`src/rtl/mbuf_pkg.sv`:
```
`timescale 1ns/1ps
package mbuf_pkg;
   typedef enum logic [1:0] {
      BLK_FREE   = 2'd0,
      BLK_HELD   = 2'd1,
      BLK_QUEUED = 2'd2
   } blk_st_e;
endpackage

```
`src/rtl/mbuf_pick.sv`:
```
`timescale 1ns/1ps
module mbuf_pick #(
   parameter int N = 8
) (
   input  logic         clk,
   input  logic         rst_n,
   input  logic [N-1:0] free_i,
   output logic [N-1:0] pick_o
);
   generate
      if (N < 2) begin : g_bad
         $error("mbuf_pick: N must be at least 2");
      end
   endgenerate

   // isolate lowest set bit
   assign pick_o = free_i & (~free_i + N'(1));

   a_r2_pick_onehot: assert property (@(posedge clk) disable iff (!rst_n)
      $onehot0(pick_o) && ((free_i == '0) == (pick_o == '0)));
endmodule

```
`src/rtl/mbuf_fifo.sv`:
```
`timescale 1ns/1ps
module mbuf_fifo #(
   parameter int DEPTH = 8,
   parameter int W     = 19
) (
   input  logic         clk,
   input  logic         rst_n,
   input  logic         push_i,
   input  logic [W-1:0] din_i,
   input  logic         pop_i,
   output logic [W-1:0] dout_o,
   output logic         empty_o
);
   localparam int PW = (DEPTH > 1) ? $clog2(DEPTH) : 1;
   localparam int CW = $clog2(DEPTH + 1);

   generate
      if (DEPTH < 2) begin : g_bad
         $error("mbuf_fifo: DEPTH must be at least 2");
      end
   endgenerate

   logic [W-1:0]  mem [DEPTH];
   logic [PW-1:0] wp_q, rp_q;
   logic [CW-1:0] cnt_q;

   assign empty_o = (cnt_q == '0);
   assign dout_o  = mem[rp_q];

   always_ff @(posedge clk) begin
      if (push_i) mem[wp_q] <= din_i;
   end

   always_ff @(posedge clk) begin
      if (!rst_n) begin
         wp_q  <= '0;
         rp_q  <= '0;
         cnt_q <= '0;
      end else begin
         if (push_i) wp_q <= (wp_q == PW'(DEPTH - 1)) ? '0 : wp_q + PW'(1);
         if (pop_i)  rp_q <= (rp_q == PW'(DEPTH - 1)) ? '0 : rp_q + PW'(1);
         case ({push_i, pop_i})
            2'b10:   cnt_q <= cnt_q + CW'(1);
            2'b01:   cnt_q <= cnt_q - CW'(1);
            default: cnt_q <= cnt_q;
         endcase
      end
   end

   a_r7_no_overrun: assert property (@(posedge clk) disable iff (!rst_n)
      push_i && !pop_i |-> cnt_q != CW'(DEPTH));
   a_r8_no_underrun: assert property (@(posedge clk) disable iff (!rst_n)
      pop_i |-> !empty_o);
endmodule

```
`src/rtl/mbuf_slot.sv`:
```
`timescale 1ns/1ps
module mbuf_slot
   import mbuf_pkg::*;
#(
   parameter int HOLD_W = 16,
   parameter int TS_W   = 16
) (
   input  logic              clk,
   input  logic              rst_n,
   input  logic              alloc_i,
   input  logic              acc_i,
   input  logic              rej_i,
   input  logic              done_i,
   input  logic [HOLD_W-1:0] hold_lim_i,
   input  logic [TS_W-1:0]   ts_i,
   output blk_st_e           st_o,
   output logic [TS_W-1:0]   ts_o
);
   blk_st_e           st_q;
   logic [HOLD_W-1:0] tmr_q;
   logic              expire;

   assign expire = (tmr_q == hold_lim_i - HOLD_W'(1));
   assign st_o   = st_q;

   always_ff @(posedge clk) begin
      if (!rst_n) begin
         st_q  <= BLK_FREE;
         tmr_q <= '0;
         ts_o  <= '0;
      end else begin
         case (st_q)
            BLK_FREE: if (alloc_i) begin
               st_q  <= BLK_HELD;
               tmr_q <= '0;
               ts_o  <= ts_i;
            end
            BLK_HELD: begin
               if (acc_i)                 st_q <= BLK_QUEUED;
               else if (rej_i || expire)  st_q <= BLK_FREE;
               tmr_q <= tmr_q + HOLD_W'(1);
            end
            BLK_QUEUED: if (done_i) st_q <= BLK_FREE;
            default: st_q <= BLK_FREE;
         endcase
      end
   end

   a_r2_claim_free_only: assert property (@(posedge clk) disable iff (!rst_n)
      alloc_i |-> st_q == BLK_FREE);
   a_r6_timeout_frees: assert property (@(posedge clk) disable iff (!rst_n)
      st_q == BLK_HELD && !acc_i && !rej_i && expire |=> st_q == BLK_FREE);
   a_r4_accept_queues: assert property (@(posedge clk) disable iff (!rst_n)
      st_q == BLK_HELD && acc_i |=> st_q == BLK_QUEUED);
   a_r8_done_frees: assert property (@(posedge clk) disable iff (!rst_n)
      st_q == BLK_QUEUED && done_i |=> st_q == BLK_FREE);
endmodule

```
`src/rtl/mbuf_blk_mgr.sv`:
```
`timescale 1ns/1ps
module mbuf_blk_mgr
   import mbuf_pkg::*;
#(
   parameter int NUM_BLK = 8,
   parameter int TS_W    = 16,
   parameter int HOLD_W  = 16,
   localparam int IDX_W  = $clog2(NUM_BLK)
) (
   input  logic               clk,
   input  logic               rst_n,
   input  logic               full_mode_req_i,
   input  logic [HOLD_W-1:0]  hold_lim_i,
   input  logic               trig_i,
   input  logic               gacc_i,
   input  logic               grej_i,
   input  logic [IDX_W-1:0]   gt_idx_i,
   output logic [NUM_BLK-1:0] wr_sel_o,
   output logic               dig_req_o,
   output logic [IDX_W-1:0]   dig_blk_o,
   output logic [TS_W-1:0]    dig_ts_o,
   input  logic               dig_done_i,
   output logic               full_mode_o,
   output logic               no_free_o,
   output logic               ovf_o
);
   localparam int TAG_W = IDX_W + TS_W;

   generate
      if (NUM_BLK < 2 || (1 << IDX_W) != NUM_BLK) begin : g_bad_n
         $error("mbuf_blk_mgr: NUM_BLK must be a power of two >= 2");
      end
      if (TS_W < 1 || HOLD_W < 1) begin : g_bad_w
         $error("mbuf_blk_mgr: widths must be positive");
      end
   endgenerate

   blk_st_e             st   [NUM_BLK];
   logic [TS_W-1:0]     s_ts [NUM_BLK];
   logic [NUM_BLK-1:0]  free_v, held_v, pick;
   logic [NUM_BLK-1:0]  alloc_v, acc_v, rej_v, done_v;
   logic                all_free, any_free, trig_ok;
   logic                mode_q, push, pop, q_empty;
   logic [IDX_W-1:0]    tgt;
   logic [TS_W-1:0]     ts_q;
   logic [TAG_W-1:0]    head;

   assign all_free = &free_v;
   assign any_free = |free_v;
   assign trig_ok  = trig_i && (mode_q ? all_free : any_free);
   assign tgt      = mode_q ? '0 : gt_idx_i;
   assign push     = gacc_i && held_v[tgt];
   assign pop      = dig_done_i && !q_empty;

   mbuf_pick #(.N(NUM_BLK)) u_pick (
      .clk(clk), .rst_n(rst_n), .free_i(free_v), .pick_o(pick)
   );

   for (genvar i = 0; i < NUM_BLK; i++) begin : g_slot
      logic sel;
      assign sel        = mode_q || (tgt == IDX_W'(i));
      assign alloc_v[i] = trig_ok && (mode_q || pick[i]);
      assign acc_v[i]   = gacc_i && sel;
      assign rej_v[i]   = grej_i && sel;
      assign done_v[i]  = pop && (mode_q || (head[TAG_W-1:TS_W] == IDX_W'(i)));
      assign free_v[i]  = (st[i] == BLK_FREE);
      assign held_v[i]  = (st[i] == BLK_HELD);

      mbuf_slot #(.HOLD_W(HOLD_W), .TS_W(TS_W)) u_slot (
         .clk(clk), .rst_n(rst_n),
         .alloc_i(alloc_v[i]), .acc_i(acc_v[i]), .rej_i(rej_v[i]),
         .done_i(done_v[i]), .hold_lim_i(hold_lim_i), .ts_i(ts_q),
         .st_o(st[i]), .ts_o(s_ts[i])
      );
   end

   mbuf_fifo #(.DEPTH(NUM_BLK), .W(TAG_W)) u_fifo (
      .clk(clk), .rst_n(rst_n),
      .push_i(push), .din_i({tgt, s_ts[tgt]}),
      .pop_i(pop), .dout_o(head), .empty_o(q_empty)
   );

   always_ff @(posedge clk) begin
      if (!rst_n) begin
         ts_q   <= '0;
         mode_q <= 1'b0;
         ovf_o  <= 1'b0;
      end else begin
         ts_q <= ts_q + TS_W'(1);
         if (all_free && !trig_i) mode_q <= full_mode_req_i;
         if (trig_i && !trig_ok)  ovf_o  <= 1'b1;
      end
   end

   assign wr_sel_o    = mode_q ? {NUM_BLK{all_free}} : pick;
   assign no_free_o   = !any_free;
   assign full_mode_o = mode_q;
   assign dig_req_o   = !q_empty;
   assign dig_blk_o   = head[TAG_W-1:TS_W];
   assign dig_ts_o    = head[TS_W-1:0];

   a_r3_ovf_sticky: assert property (@(posedge clk) disable iff (!rst_n)
      ovf_o |=> ovf_o);
   a_r8_req_steady: assert property (@(posedge clk) disable iff (!rst_n)
      dig_req_o && !dig_done_i |=> dig_req_o && $stable(dig_blk_o) && $stable(dig_ts_o));
   a_r11_mode_locked: assert property (@(posedge clk) disable iff (!rst_n)
      !all_free |=> $stable(full_mode_o));
   a_r10_joined_claim: assert property (@(posedge clk) disable iff (!rst_n)
      mode_q && trig_i && all_free |=> no_free_o && wr_sel_o == '0);
endmodule

```
`config.mk`:
```
export PLATFORM = sky130hd
export DESIGN_NAME = mbuf_blk_mgr
export DESIGN_NICKNAME = d
export VERILOG_FILES = /design/src/rtl/mbuf_pkg.sv /design/src/rtl/mbuf_pick.sv /design/src/rtl/mbuf_fifo.sv /design/src/rtl/mbuf_slot.sv /design/src/rtl/mbuf_blk_mgr.sv
export SDC_FILE = /design/constraint.sdc
export NUM_CORES = 1
export LEC_CHECK = 0
export BUFFER_PORTS_ARGS = -buffer_cell sky130_fd_sc_hd__clkbuf_2
export CAP_MARGIN = 20
export CORE_MARGIN = 2
export CORE_UTILIZATION = 35
export CTS_BUF_LIST = sky130_fd_sc_hd__clkbuf_16
export CTS_CLUSTER_SIZE = 10
export DETAILED_ROUTE_END_ITERATION = 8
export PLACE_DENSITY = 0.58
export SLEW_MARGIN = 20
export SYNTH_ARGS = -nofsm -noshare
export SYNTH_HDL_FRONTEND = slang
export SYNTH_HIERARCHICAL = 1
export SYNTH_SLANG_ARGS = --single-unit
```
`constraint.sdc`:
```
create_clock -name clk -period 5.94 [get_ports clk]
set_input_delay 1.485 -clock clk [delete_from_list [all_inputs] [get_ports clk]]
set_output_delay 1.485 -clock clk [all_outputs]
set_load 0.05 [all_outputs]
```
==> summary.md <==
| Metric | Value |
|---|---|
| Status | `completed` |
| Netlist cell types | `86` |
| Final Max Slew Viols | `0` |
| Total routed wirelength | `between 70000 and 80000 microns` |
| Cts bufs inserted | `53` |
| Clk Latency, worst-skew pair | `620 ps` |
| Clk sinks | `455` |
| Top_reg_cell synth | `dfxtp_1` |
| Syn_nets | `2838` |
| Initial core utilization | `approximately a third` |
| Switching part of the total | `between 30% and 40%` |
| Kind of end point of the critical path | `output port` |
| Worst-case clock buffer depth | `3` |
| Initial antenna violation count | `4` |
| Worst Path Arrival | `approximately 3100 ps` |
| Ys async rst share | `0%` |
| Fin crit period | `4560 ps` |
| Worst slew pin tran | `1090 ps` |
| Max_cap viols | `0` |
| Met1 WL | `between 30000 and 40000 microns` |
| Clk_skew | `25.1 ps` |
| Placer Congestion | `slightly below 0.9` |
| Power share of the sequential group | `43.5%` |
| Post-layout util | `38.7%` |
| Clock slew at reported path FFs | `60 ps` |
| Post-synthesis area per instance | `a little over 9 sq um` |
| R2R Path End | `u_fifo/cnt_q[2]` |
| Via Count | `20.9k` |
| Fillers | `7342` |
| Vias in the first global route | `19.8k` |
| CTS tree | `built` |
| Commonest non-fill, non-tap cell in the layout | `nand2_1` |
| Via density per instance | `~5.6` |
| Reg2reg path depth | `14` |
| Sequential share of the synthesized area | `around 42%` |
| GRT Util Overall | `19.1%` |
| Clk network pwr share | `37.2%` |
| Hold Vio Cnt, Final | `0` |
| Nature of the critical path startpoint | `register` |
| Setup TNS | `0 ps` |
| Top Layer Used | `met5` |
| Hold Buf Count CTS | `0` |
| Fmax | `219 MHz` |
| Sequential cell area | `0.0106 sq mm` |
| Post-Syn Instances | `2788` |
| Hold Path End | `g_slot[7].u_slot/ts_o[12]` |
| Chip height | `between 200 and 300 microns` |
| Fraction of layout cells with a size suffix above 1 | `11.2%` |
| Core Box Area | `0.0726 sq mm` |
| Hold_sp | `g_slot[7].u_slot/ts_o[12]` |
| Rel. slew slack | `around 27%` |
| Peak VDD IR | `259 uV` |
| DRT iter0 DRCs | `1772` |
| # H-tree levels | `2` |
| Final worst-path cycle share | `76.8%` |
| Crit-path max FO | `27` |
| Gate power share | `19.3%` |
| Number of synthesized flops with an enable pin | `152` |
| PostCTS Resize Cnt | `0` |
| Rows | `99` |
| Yosys reg bits | `455` |
| Unrepaired setup endpoints after global routing | `no` |
| Num ports | `57` |
| Worst min path class | `reg2reg` |
| Worst setup path class | `reg2out` |
| Endpoints failing setup | `0` |
| Worst Hold Depth | `2` |
| PD cells | `roughly 280 mW/mm^2` |
| First-pass GRT wire length | `114000 microns` |
| Commonest cells after routing, fill and taps aside | `nand2_1 (393), dfxtp_1 (300), nor2_1 (172)` |
| WL/cell | `roughly 19 microns` |
| Total gr overflow | `0` |
| Die W | `274 microns` |
| Detailed placement HPWL | `approximately 48000 microns` |
| Static leakage | `9.50 nW` |
| N_diodes | `0` |
| Cell Area, Synth | `0.0256 sq mm` |
| Number of port buffers | `56` |
| Met3 routed WL | `3480 microns` |
| Pre-CTS setup slack | `1280 ps` |
| Post-DRT Antenna Nets | `0` |
| Worst reg2reg path startpoint | `full_mode_o` |
| Int Pwr | `5.39 mW` |
| Largest net degree at the start of global routing | `62` |
| WHS | `451 ps` |
| Synthesis warning total | `6` |
| Met2 WL | `34100 microns` |
| Die ar. | `0.0752 sq mm` |
| Flop2flop setup slack | `2080 ps` |
| Post-CTS Setup Inserts | `0` |
| Worst setup margin | `roughly 1400 ps` |
| TritonRoute pass-1 iters | `6` |
| Multi-input gate area | `approximately 0.014 sq mm` |
| CTS Root Cell | `clkbuf_16` |
| Switching power | `2.44 mW` |
| Number of remaining DRC errors | `0` |
| Fin nets | `2823` |
| CP required | `4450 ps` |
| Synth-to-layout area growth | `9.89%` |
## cell families after synthesis
family	share of synthesized area, %
flops	41.6
compound gates	16.7
buf+inv	3.99
mux	7.61
xor+xnor	5.89
simple gates	23.1
fa+ha+maj	1.17
## synth_stat cells (14+ instances only)
cell | n | area share, %
or3_1 | 37 | 0.91
mux2_4 | 18 | 1.1
or2_2 | 18 | 0.44
xor2_1 | 71 | 2.4
o21ai_1 | 23 | 0.45
buf_2 | 20 | 0.39
and2_1 | 29 | 0.71
nand4_1 | 29 | 0.71
or4_4 | 14 | 0.62
nor2_1 | 178 | 2.6
o21ai_0 | 132 | 2.6
dfxtp_1 | 303 | 24
inv_1 | 69 | 1.0
a22oi_1 | 37 | 1.1
nor3_1 | 64 | 1.3
clkbuf_1 | 119 | 1.7
o211ai_1 | 25 | 0.73
a221oi_1 | 15 | 0.51
a311oi_1 | 20 | 0.69
o21a_1 | 17 | 0.50
nand3_1 | 78 | 1.5
a21boi_0 | 87 | 2.6
nand2_1 | 393 | 5.8
and3_1 | 36 | 0.88
xnor2_1 | 101 | 3.5
a21oi_1 | 127 | 2.5
nor4_1 | 44 | 1.1
a31oi_1 | 63 | 1.5
nor2b_1 | 91 | 2.2
edfxtp_1 | 152 | 18
mux2i_1 | 38 | 1.5
ha_1 | 24 | 1.2
nand2b_1 | 25 | 0.61
mux4_2 | 35 | 3.1
## state kept, by name (all words and copies together), names as in the netlist, named ones only
name,cells
g_slot.u_slot/tmr_q,128
full_mode_o,1
u_fifo/wp_q,3
g_slot.u_slot/ts_o,128
ts_q,16
u_fifo/cnt_q,4
ovf_o,1
u_fifo/rp_q,3
g_slot.u_slot/st_o,16
u_fifo/mem,152
## power by group through the flow
stage	sequential, mW	combinational [mW]	clock (mW)
2_1_floorplan	3.41	1.12	0
3_3_place_gp	3.48	1.50	0
3_5_place_dp	3.48	1.50	0
4_1_cts	3.41	1.51	2.99
5_1_grt	3.42	1.62	3.12
6_report	3.41	1.51	2.91
## metrics by stage
stage,instance area (sq um),power (mW),std cells
final,28100,7.83,3765
after global routing,28100,8.16,3765
after CTS,28100,7.91,3765
after detailed placement,26600,4.98,3677
after global placement,26600,4.98,3677
after floorplan,25600,4.53,2788
## how the worst max path moves through the flow
stage                      startpoint          endpoint  slack [ps]  depth (start not counted)
after floorplan           gt_idx_i[0]  u_fifo/mem[0][0]        1200                          8
after global placement    gt_idx_i[2]   u_fifo/cnt_q[2]        1240                         14
after detailed placement  gt_idx_i[2]   u_fifo/cnt_q[2]        1280                         14
after CTS                    register       dig_ts_o[8]        1230                          4
after global routing         register       dig_ts_o[8]        1150                          4
final                        register       dig_ts_o[8]        1380                          4
## metal layers
layer / GRT usage [%] / up-vias
li1: - / 10100
met1: 25.8 / 10100
met2: 31.7 / 519
met3: 2.60 / 133
met4: 6.05 / 4
met5: 0 / -
## worst max-delay path, cell delays in order (launching register included)
cell and delay (ps):
dfxtp_2 950, buf_4 410, mux4_2 550, mux2_4 290, clkbuf_2 240
## area by class of cell
cell class                 instances  share of cell area [%]
timing repair buffer              90                    1.97
sequential                       455                    37.9
clock buffer                      53                    4.72
clock inverter                    35                   0.601
multi-input combinational       2102                    49.6
inverter                          71                   0.949
tap                              959                    4.27
(Power assumes the default switching activity.)
